===== src/rtl/irq_req_capture_pkg.sv =====
package irq_req_capture_pkg;

    // Per-line capture state: {previous level, pending}
    typedef enum logic [1:0] {
        S_LO_IDLE = 2'b00,
        S_LO_PEND = 2'b01,
        S_HI_IDLE = 2'b10,
        S_HI_PEND = 2'b11
    } line_state_e;

endpackage


===== src/rtl/irq_req_capture_line.sv =====
module irq_req_capture_line
    import irq_req_capture_pkg::*;
(
    input  logic clk,
    input  logic rst,
    input  logic init_clr,
    input  logic req,
    input  logic clr,
    input  logic level_mode,
    output logic pend,
    output logic prev
);

    line_state_e state_q;
    line_state_e state_d;

    always_ff @(posedge clk) begin
        if (rst) begin
            state_q <= S_LO_IDLE;
        end else begin
            state_q <= state_d;
        end
    end

    // Next-state selection
    always_comb begin
        state_d = state_q;
        if (init_clr) begin
            state_d = S_LO_IDLE;
        end else begin
            unique case (state_q)
                S_LO_IDLE: begin
                    if (req) state_d = clr ? S_HI_IDLE : S_HI_PEND;
                    else     state_d = S_LO_IDLE;
                end
                S_LO_PEND: begin
                    if (req)             state_d = clr ? S_HI_IDLE : S_HI_PEND;
                    else if (level_mode) state_d = S_LO_IDLE;
                    else                 state_d = clr ? S_LO_IDLE : S_LO_PEND;
                end
                S_HI_IDLE: begin
                    if (!req)            state_d = S_LO_IDLE;
                    else if (level_mode) state_d = clr ? S_HI_IDLE : S_HI_PEND;
                    else                 state_d = S_HI_IDLE;
                end
                S_HI_PEND: begin
                    if (req)             state_d = clr ? S_HI_IDLE : S_HI_PEND;
                    else if (level_mode) state_d = S_LO_IDLE;
                    else                 state_d = clr ? S_LO_IDLE : S_LO_PEND;
                end
                default: state_d = S_LO_IDLE;
            endcase
        end
    end

    // Outputs decoded from the state
    always_comb begin
        pend = 1'b0;
        prev = 1'b0;
        unique case (state_q)
            S_LO_IDLE: begin pend = 1'b0; prev = 1'b0; end
            S_LO_PEND: begin pend = 1'b1; prev = 1'b0; end
            S_HI_IDLE: begin pend = 1'b0; prev = 1'b1; end
            S_HI_PEND: begin pend = 1'b1; prev = 1'b1; end
            default:   begin pend = 1'b0; prev = 1'b0; end
        endcase
    end

    // level line follows input one cycle later
    p_level_follow_r2: assert property (@(posedge clk) disable iff (rst)
        (!init_clr && level_mode) |=> (pend == $past(req && !clr)));

    // edge line sets on a rise
    p_edge_set_r3: assert property (@(posedge clk) disable iff (rst)
        (!init_clr && !level_mode && req && !prev && !clr) |=> pend);

    // edge line without a rise stays idle
    p_edge_noset_r3: assert property (@(posedge clk) disable iff (rst)
        (!init_clr && !level_mode && !pend && !(req && !prev)) |=> !pend);

    // low input keeps an edge pending bit
    p_edge_hold_r4: assert property (@(posedge clk) disable iff (rst)
        (!init_clr && !level_mode && !req && pend && !clr) |=> pend);

    // clear wins in any mode
    p_clear_wins_r6: assert property (@(posedge clk) disable iff (rst)
        (!init_clr && clr) |=> !pend);

    // init empties the line
    p_init_empty_r7: assert property (@(posedge clk) disable iff (rst)
        init_clr |=> (!pend && !prev));

    // previous level tracks the input in both modes
    p_prev_track_r8: assert property (@(posedge clk) disable iff (rst)
        !init_clr |=> (prev == $past(req)));

endmodule


===== src/rtl/irq_req_capture_tsel.sv =====
module irq_req_capture_tsel #(
    parameter int N_LINES = 8,
    parameter logic [N_LINES-1:0] WR_MASK = 8'hF8
) (
    input  logic               clk,
    input  logic               rst,
    input  logic               we,
    input  logic [N_LINES-1:0] wdata,
    output logic [N_LINES-1:0] tsel
);

    logic [N_LINES-1:0] tsel_q;

    always_ff @(posedge clk) begin
        if (rst) begin
            tsel_q <= '0;
        end else if (we) begin
            tsel_q <= wdata & WR_MASK;
        end
    end

    assign tsel = tsel_q;

    // write stores the masked value
    p_tsel_write_r5: assert property (@(posedge clk) disable iff (rst)
        we |=> (tsel == $past(wdata & WR_MASK)));

    // register holds without a write
    p_tsel_hold_r5: assert property (@(posedge clk) disable iff (rst)
        !we |=> $stable(tsel));

    // reset clears the register
    p_tsel_reset_r1: assert property (@(posedge clk)
        rst |=> (tsel == '0));

endmodule


===== src/rtl/irq_req_capture.sv =====
module irq_req_capture #(
    parameter int N_LINES = 8,
    parameter logic [N_LINES-1:0] WR_MASK = 8'hF8
) (
    input  logic               clk,
    input  logic               rst,
    input  logic               init_clr,
    input  logic [N_LINES-1:0] req_in,
    input  logic [N_LINES-1:0] clr_vec,
    input  logic               tsel_we,
    input  logic [N_LINES-1:0] tsel_wdata,
    output logic [N_LINES-1:0] tsel_rdata,
    output logic [N_LINES-1:0] pend_out
);

    logic [N_LINES-1:0] tsel;
    logic [N_LINES-1:0] prev_lvl;

    irq_req_capture_tsel #(
        .N_LINES (N_LINES),
        .WR_MASK (WR_MASK)
    ) u_tsel (
        .clk   (clk),
        .rst   (rst),
        .we    (tsel_we),
        .wdata (tsel_wdata),
        .tsel  (tsel)
    );

    for (genvar i = 0; i < N_LINES; i++) begin : g_line
        irq_req_capture_line u_line (
            .clk        (clk),
            .rst        (rst),
            .init_clr   (init_clr),
            .req        (req_in[i]),
            .clr        (clr_vec[i]),
            .level_mode (tsel[i]),
            .pend       (pend_out[i]),
            .prev       (prev_lvl[i])
        );
    end

    assign tsel_rdata = tsel;

    // reset empties all pending bits
    p_reset_empty_r1: assert property (@(posedge clk)
        rst |=> (pend_out == '0 && prev_lvl == '0));

    // init keeps the trigger-select register
    p_init_keeps_tsel_r7: assert property (@(posedge clk) disable iff (rst)
        (init_clr && !tsel_we) |=> $stable(tsel_rdata));

endmodule


===== config.mk =====
export PLATFORM = sky130hd
export DESIGN_NAME = irq_req_capture
export DESIGN_NICKNAME = d
export VERILOG_FILES = /design/src/rtl/irq_req_capture_pkg.sv /design/src/rtl/irq_req_capture_line.sv /design/src/rtl/irq_req_capture_tsel.sv /design/src/rtl/irq_req_capture.sv
export SDC_FILE = /design/constraint.sdc
export NUM_CORES = 1
export LEC_CHECK = 0
export ABC_AREA = 1
export BUFFER_PORTS_ARGS = -buffer_cell sky130_fd_sc_hd__buf_2
export CAP_MARGIN = 40
export CORE_ASPECT_RATIO = 1.4
export CORE_MARGIN = 1
export CORE_UTILIZATION = 35
export CTS_CLUSTER_SIZE = 10
export DETAILED_ROUTE_END_ITERATION = 16
export GPL_ROUTABILITY_DRIVEN = 0
export SYNTH_ARGS = -nofsm -noshare
export SYNTH_HDL_FRONTEND = slang
export SYNTH_SLANG_ARGS = --single-unit

===== constraint.sdc =====
create_clock -name clk -period 2.1 [get_ports clk]
set_clock_uncertainty 0.15 [all_clocks]
set_input_delay 0.105 -clock clk [delete_from_list [all_inputs] [get_ports clk]]
set_output_delay 0.105 -clock clk [all_outputs]
set_load 0.01 [all_outputs]

==> flow_summary.json, run 1 <==
{
  "status": "finished, final reports clean",
  "grtUsageMet1_pct": 15.4,
  "first_pass_iters": 2,
  "worst_slack_ns": 0.137,
  "yosys_most_used_dff": "dfxtp_1",
  "drc_errors": 0,
  "switching_power_uw": 180,
  "cts_sinks": 21,
  "wirelength_um": 2020,
  "dieArea_mm2": 0.00281,
  "num_vias": 872,
  "max_cap_viol_count": 0,
  "die_h_um": 62.3,
  "worst_setup_path_end_kind": "flop",
  "ctsHtreeMaxLevel": 1,
  "synth.cells.most_frequent": "nand2_1, inv_1, dfxtp_1",
  "cp.arrival_ns": 2.06,
  "gr-usage-met2_pct": 31.2,
  "p_sw_share_pct": 24.1,
  "cts_setup_buffers": 0,
  "io_buffers": 37,
  "yosys.area.top_type": "dfxtp_1",
  "antenna_found_initial": 0,
  "grt_pass1_vias": 837,
  "n_antenna_cell": 0,
  "synth-async-reset-ratio_pct": 0,
  "synth_area_leaders": "dfxtp_1, nand2_1, buf_4",
  "start_util_pct": 37.6,
  "nets": 220,
  "tns_ns": 0,
  "period_needed_ns": 1.96,
  "hold_buffers": 42,
  "cts-buffers-inserted": 3,
  "drt_iter0_markers": 6,
  "grt.busiest_layer": "met2",
  "synthDistinctLibCells": 10,
  "synth.avg_cell_area_um2": 7.00,
  "root_buffer": "clkbuf_4",
  "num_io_pins": 44,
  "path_class": "input port to flop",
  "core-area_mm2": 0.00242,
  "clockBufferDepth": 2,
  "die_w_um": 45.1,
  "grt_util_met3_pct": 1.74,
  "synthCells": 130,
  "cts_resized": 0,
  "seq_power_share_pct": 56.3,
  "cts.clk_slew.worst_paths_ns": 0.11,
  "wl_per_cell_um": 8.98,
  "synth_seq_cells": 21,
  "hold_class": "input port to flop",
  "num_rows": 21,
  "ys_seq_area_share_pct": 46.2,
  "setup_viol": 0,
  "vias_per_cell": 3.88,
  "synth.top_cell.area_share_pct": 46.2,
  "period_share_pct": 93.5,
  "grt_pass1_wl_um": 3280,
  "drv_slew": 0,
  "place_ws_ns": 1.13,
  "hold_viol": 0,
  "p_leak_nw": 0.736,
  "grtUsageTotal_pct": 16.0,
  "cts_tree": "done",
  "drive_above_1_share_pct": 22.5,
  "max_freq_mhz": 509,
  "mappedNetlistArea_um2": 910,
  "peakVddDrop_mv": 0.393,
  "insertion_delay_ns": 0.29,
  "ant_nets": 0,
  "dp_hpwl_um": 1150,
  "overflow": 0,
  "synth_most_common_cell": "nand2_1",
  "grt_max_degree": 13,
  "p_clk_share_pct": 25.1,
  "power.density_mw_per_mm2": 519,
  "area.growth.synth_to_final_pct": 58.6,
  "synth_edf_count": 0,
  "rsz0062_at_grt": "false",
  "start_kind": "input port",
  "timing.hold.ws_ns": 0.0467,
  "crit_required_ns": 2.20,
  "combPwrFrac_pct": 18.6,
  "crit_fanout": 1,
  "intPower_uw": 569,
  "ys_warn_count": 0
}
## stage by stage
stage,total power [mW],instance area [um^2],utilization (%),cells
floorplan,0.490,917,-,132
global placement,0.511,995,41.1,179
detailed placement,0.514,995,41.1,179
CTS,0.759,1440,59.7,225
global route,0.796,1440,59.7,225
finish,0.749,1440,59.7,225
## path summary, 6_finish.rpt
kind	startpoint	end	slack (ns)	cells after the start
max	clr_vec[5]	g_line[5].u_line.state_q[0]	0.14	7
min	init_clr	g_line[6].u_line.state_q[1]	0.05	4
max reg2reg	u_tsel.tsel[5]	g_line[5].u_line.state_q[0]	0.66	5
min reg2reg	g_line[3].u_line.state_q[0]	g_line[3].u_line.state_q[0]	0.32	2
## worst max-delay path, stage by stage
cell	delay [ns]
dlygate4sd3_1	0.54
buf_2	0.12
inv_1	0.04
nand2_1	0.04
dlygate4sd3_1	0.55
a21oi_1	0.10
dlygate4sd3_1	0.56
## cells by family (layout without fill, tap and decap cells)
logic type             after synthesis  count (layout)  share of synthesized area, %
AND/OR/NAND/NOR                     51              51                          21.9
AO/OA/AOI/OAI                       10              10                          5.50
other                                1               3                         0.412
flip-flops                          21              21                          46.2
buffers and inverters               47             106                          26.0
## per-layer routing
metal	up-vias	share of wire (%)
met3	2	3.1
met5	-	0
met4	0	0.59
li1	473	-
met2	22	57
met1	375	39
## registers in the layout, indices dropped and copies added (netlist names)
name                   flops
g_line.u_line.state_q     16
u_tsel.tsel                5
## placed cells by master, fill, tap and decap left out
| cell | synthesis | final |
|---|---|---|
| buf_2 | 0 | 37 |
| inv_2 | 1 | 1 |
| inv_1 | 22 | 22 |
| nor2_1 | 17 | 17 |
| conb_1 | 1 | 3 |
| clkinv_2 | 0 | 1 |
| nand2_1 | 33 | 33 |
| clkbuf_4 | 0 | 3 |
| a21oi_1 | 10 | 10 |
| dlygate4sd3_1 | 0 | 42 |
| nor2_4 | 1 | 1 |
| dfxtp_1 | 21 | 21 |
## layout make-up
cell class	count	area (um^2)
flip-flops and latches	21	420
inverters	23	86.3
clock buffers	3	22.5
multi-input cells	64	260
repair buffers	79	606
well taps	34	42.5
clock inverters	1	5.00
fillers	258	975
## power by group through the flow
stage          Sequential, mW  Combinational [mW]  Clock [mW]
2_1_floorplan           0.429              0.0616           0
3_3_place_gp            0.430              0.0805           0
3_5_place_dp            0.431              0.0831           0
4_1_cts                 0.422               0.138       0.200
5_1_grt                 0.424               0.155       0.217
6_report                0.421               0.139       0.188
Power figures use the tool's default switching activity.
==> inputs of run 2 (changes only) <==
Settings changed: REMOVE_ABC_BUFFERS from default to 1.
==> run 2 against run 1 <==
- worst setup slack worse by 0.034 ns
- highest routed layer unchanged
- critical path depth stayed put
- critical path type unchanged
- hold slack better by 0.026 ns
- die area stayed put
- cell count is 0.89% lower
- fmax is 1.7% lower
==> flow_summary.json, run 2 (same netlist as run 1, synthesis figures left out) <==
{
  "status": "finished, final reports clean",
  "vias_per_cell": 3.96,
  "area.growth.synth_to_final_pct": 56.3,
  "p_leak_nw": 0.720,
  "drt_iter0_markers": 12,
  "fin_area_mm2": 0.00142,
  "largest_reg_flops": 16,
  "r2r_setup_slack_ns": 0.72,
  "hold_end": "g_line[5].u_line.state_q[1]",
  "dieArea_mm2": 0.00281,
  "cp_common_cell": "dlygate4sd3_1",
  "first_pass_iters": 2,
  "path_class": "input port to flop",
  "peakVddDrop_mv": 0.315,
  "ctsHtreeMaxLevel": 1,
  "grtUsageTotal_pct": 15.8,
  "crit_fanout": 1,
  "io_buffers": 37,
  "hold_viol": 0,
  "num_rows": 21,
  "cp.arrival_ns": 2.08,
  "die_h_um": 62.3,
  "n_antenna_cell": 0,
  "worstRegToRegCells": 5,
  "period_share_pct": 95.1,
  "die_w_um": 45.1,
  "num_io_pins": 44,
  "placed_cells": 179,
  "tns_ns": 0,
  "dp_hpwl_um": 1170,
  "period_needed_ns": 2.00,
  "final_cells": 223,
  "cts_resized": 0,
  "root_buffer": "clkbuf_4",
  "grt_pass1_wl_um": 3310,
  "max_cap_viol_count": 0,
  "drive_above_1_share_pct": 22.2,
  "hold_class": "input port to flop",
  "worst_setup_path_end_kind": "flop",
  "finalCoreUtilization_pct": 58.8,
  "grt_pass1_vias": 845,
  "clockBufferDepth": 2,
  "p_total_uw": 742,
  "setup_viol": 0,
  "cpPeakStageDelay_ns": 0.56,
  "core-area_mm2": 0.00242,
  "start_util_pct": 37.6,
  "drc_errors": 0,
  "min_from": "init_clr",
  "cts_tree": "done",
  "cts-buffers-inserted": 3,
  "insertion_delay_ns": 0.29,
  "regArea_um2": 420,
  "grt_max_degree": 12,
  "r2r_start": "u_tsel.tsel[7]",
  "cts.clk_slew.worst_paths_ns": 0.11,
  "top_register": "g_line.u_line.state_q",
  "crit_required_ns": 2.19,
  "ant_nets": 0,
  "cp_slowest_cell": "dlygate4sd3_1",
  "wirelength_um": 1980,
  "final_common_cell": "dlygate4sd3_1",
  "max_freq_mhz": 501,
  "multiInputGateArea_um2": 260,
  "start_kind": "input port",
  "power.density_mw_per_mm2": 522,
  "critical_path_buf_inv_count": 5,
  "rsz0062_at_grt": "false",
  "crit_family": "buffers and inverters",
  "drv_slew": 0,
  "num_vias": 883,
  "nets": 218,
  "placed_area_um2": 995,
  "wl_per_cell_um": 8.87,
  "fillers": 252,
  "antenna_found_initial": 0,
  "final_cell_mix": "dlygate4sd3_1, buf_2, nand2_1, inv_1, dfxtp_1",
  "cts_sinks": 21,
  "holdPathStages": 4,
  "overflow": 0,
  "r2r-end": "g_line[7].u_line.state_q[0]",
  "crit_chain": "dlygate4sd3_1, buf_2, inv_1, nand2_1, dlygate4sd3_1, a21oi_1, dlygate4sd3_1"
}
==> run 2: changes by cell type in the layout (fill, tap and decap cells not counted), sizes merged <==
| cell | change |
|---|---|
| clkinv | -1 |
| dlygate4sd3 | -2 |
| clkbuf | +1 |
==> run 2: area by class of cell <==
class | count | share of cell area [%]
Timing Repair Buffer | 77 | 41.2
Sequential cell | 21 | 29.6
Multi-Input combinational cell | 64 | 18.3
Inverter | 23 | 6.07
Tap cell | 34 | 2.99
Clock buffer | 4 | 1.85
==> run 2: worst max-delay path by stage <==
stage	end	cells past startpoint	slack [ns]	startpoint
after CTS	g_line[7].u_line.state_q[0]	7	0.17	clr_vec[7]
after global routing	g_line[7].u_line.state_q[0]	7	0.04	clr_vec[7]
after floorplan	g_line[3].u_line.state_q[0]	4	1.27	u_tsel.tsel[3]
final	g_line[7].u_line.state_q[0]	7	0.10	clr_vec[7]
after detailed placement	g_line[1].u_line.state_q[1]	4	1.12	rst
after global placement	g_line[6].u_line.state_q[1]	4	1.13	rst
==> run 2: worst min-delay path, cell delays in order <==
cell	delay, ns
buf_2	0.11
nor2_4	0.07
inv_2	0.14
nor2_1	0.05
==> run 2: what timing repair did <==
item	in CTS	in global routing
setup buffers	0	0
hold endpoints to repair	21	0
hold buffers	40	0
==> run 2: power by group <==
group          switching, mW  total [mW]  internal, mW
sequential           0.00739       0.421         0.414
clock                  0.109       0.183        0.0738
combinational         0.0556       0.138        0.0824
==> run 2: through the flow <==
step	hold slack [ns]	setup WS, ns
global route	0.0720	0.0357
detailed placement	0.189	1.12
global placement	0.183	1.13
floorplan	0.0241	1.27
CTS	0.0678	0.171
finish	0.0727	0.103
==> run 2: per-layer routing <==
| layer | vias up | track usage (%) | part of all wire, % |
|---|---|---|---|
| met1 | 393 | 16.5 | 40 |
| met2 | 21 | 29.3 | 55 |
| met4 | 0 | 5.68 | 0.61 |
| met3 | 2 | 2.62 | 3.8 |
| li1 | 467 | - | - |
| met5 | - | 0 | 0 |
==> inputs of run 3 (changes only) <==
Settings changed: CTS_BUF_LIST from default to sky130_fd_sc_hd__clkbuf_8.
==> run 3 against run 2 <==
- register-to-register slack barely moved
- sequential share of layout area rose by 1.3 points
- worst setup slack is essentially flat
- sequential cell count unchanged
- non-clock buffer count decreased by 8
- largest cell class unchanged
- largest power group unchanged
==> flow_summary.json, run 3 (same netlist as run 1, synthesis figures left out) <==
{
  "core-area_mm2": 0.00242,
  "wl_per_cell_um": 8.65,
  "p_total_uw": 797,
  "dp_hpwl_um": 1170,
  "critical_path_buf_inv_count": 4,
  "peakVddDrop_mv": 0.375,
  "rsz0062_at_grt": "false",
  "max_cap_viol_count": 0,
  "cp.depth": 6,
  "placed_area_um2": 995,
  "grt_max_degree": 12,
  "drt_iter0_markers": 10,
  "grtUsageTotal_pct": 14.4,
  "antenna_found_initial": 0,
  "area.growth.synth_to_final_pct": 49.5,
  "cts_sinks": 21,
  "p_leak_nw": 0.719,
  "cts_resized": 0,
  "hold_class": "input port to flop",
  "status": "finished, final reports clean",
  "nets": 210,
  "max_freq_mhz": 501,
  "dieArea_mm2": 0.00281,
  "n_antenna_cell": 0,
  "start_kind": "input port",
  "worst_slack_ns": 0.103,
  "cpPeakStageDelay_ns": 0.55,
  "first_pass_iters": 2,
  "num_vias": 845,
  "cp_slowest_cell": "dlygate4sd3_1",
  "combPwrFrac_pct": 16.1,
  "drv_slew": 0,
  "p_sw_share_pct": 22.4,
  "ant_nets": 0,
  "hold_viol": 0,
  "top_register": "g_line.u_line.state_q",
  "cp.arrival_ns": 1.98,
  "vias_per_cell": 3.93,
  "period_share_pct": 95.1,
  "intPower_uw": 618,
  "finalCoreUtilization_pct": 56.3,
  "grt_pass1_wl_um": 3020,
  "crit_fanout": 1,
  "grt_pass1_vias": 764,
  "holdPathStages": 4,
  "die_h_um": 62.3,
  "tns_ns": 0,
  "worstRegToRegCells": 5,
  "seq_power_share_pct": 52.9,
  "largest_reg_flops": 16,
  "start_util_pct": 37.6,
  "crit_chain": "dlygate4sd3_1, buf_2, nand2_1, dlygate4sd3_1, a21oi_1, dlygate4sd3_1",
  "cts-buffers-inserted": 3,
  "clockBufferDepth": 2,
  "power.density_mw_per_mm2": 586,
  "die_w_um": 45.1,
  "p_clk_share_pct": 31.0,
  "cts.clk_slew.worst_paths_ns": 0.07,
  "wirelength_um": 1860,
  "crit_required_ns": 2.09,
  "root_buffer": "clkbuf_8",
  "path_class": "input port to flop",
  "overflow": 0,
  "io_buffers": 37,
  "setup_viol": 0,
  "cp_common_cell": "dlygate4sd3_1",
  "ctsHtreeMaxLevel": 1,
  "insertion_delay_ns": 0.25,
  "crit_family": "buffers and inverters",
  "num_rows": 21,
  "drive_above_1_share_pct": 23.2,
  "final_common_cell": "buf_2",
  "switching_power_uw": 178,
  "num_io_pins": 44,
  "cts_tree": "done",
  "place_ws_ns": 1.12,
  "fin_area_mm2": 0.00136,
  "final_cell_mix": "buf_2, nand2_1, dlygate4sd3_1, inv_1, dfxtp_1",
  "worst_setup_path_end_kind": "flop",
  "period_needed_ns": 2.00,
  "drc_errors": 0
}
## run 3: worst paths after layout
path	slack, ns	endpoint	start
hold reg to reg	0.31	g_line[3].u_line.state_q[0]	g_line[3].u_line.state_q[0]
setup / recovery	0.10	u_tsel.tsel[3]	tsel_wdata[3]
hold / removal	0.02	g_line[6].u_line.state_q[0]	init_clr
setup reg to reg	0.71	g_line[4].u_line.state_q[0]	u_tsel.tsel[4]
## run 3: per-layer routing
metal	vias to the layer above	global-route usage, %	wire (um)
li1	452	-	-
met1	370	15.4	789
met2	21	26.3	983
met3	2	2.62	74
met4	0	5.68	12
met5	-	0	0
## run 3: power groups by stage
stage | clock network [mW] | registers, mW | logic [mW]
3_5_place_dp | 0 | 0.431 | 0.0839
4_1_cts | 0.260 | 0.421 | 0.128
6_report | 0.247 | 0.421 | 0.128
2_1_floorplan | 0 | 0.434 | 0.0366
3_3_place_gp | 0 | 0.430 | 0.0813
5_1_grt | 0.271 | 0.423 | 0.143
## run 3: final cells by class
| class | instances | area (um^2) |
|---|---|---|
| timing repair buffer | 69 | 505 |
| fill | 262 | 1060 |
| inverter | 23 | 86.3 |
| multi-input combinational | 64 | 260 |
| clock buffer | 3 | 41.3 |
| tap | 34 | 42.5 |
| clock inverter | 1 | 3.75 |
| sequential | 21 | 420 |
## run 3: tightest hold or removal path, cell delays in order
cell and delay (ns):
buf_2 0.11, nor2_4 0.07, nand2_1 0.06, a21oi_1 0.03
## run 3: repair_timing
action                                  in CTS  in global routing
buffers inserted                             0                  0
endpoints found under the setup margin       0                  0
hold endpoints to repair                    21                  0
hold buffers                                32                  0
## run 3: per-stage QoR
stage,cells,hold slack (ns)
after detailed placement,179,0.189
after global placement,179,0.183
final,215,0.0183
after CTS,215,0.0123
after floorplan,108,0.0241
after global routing,215,0.0193
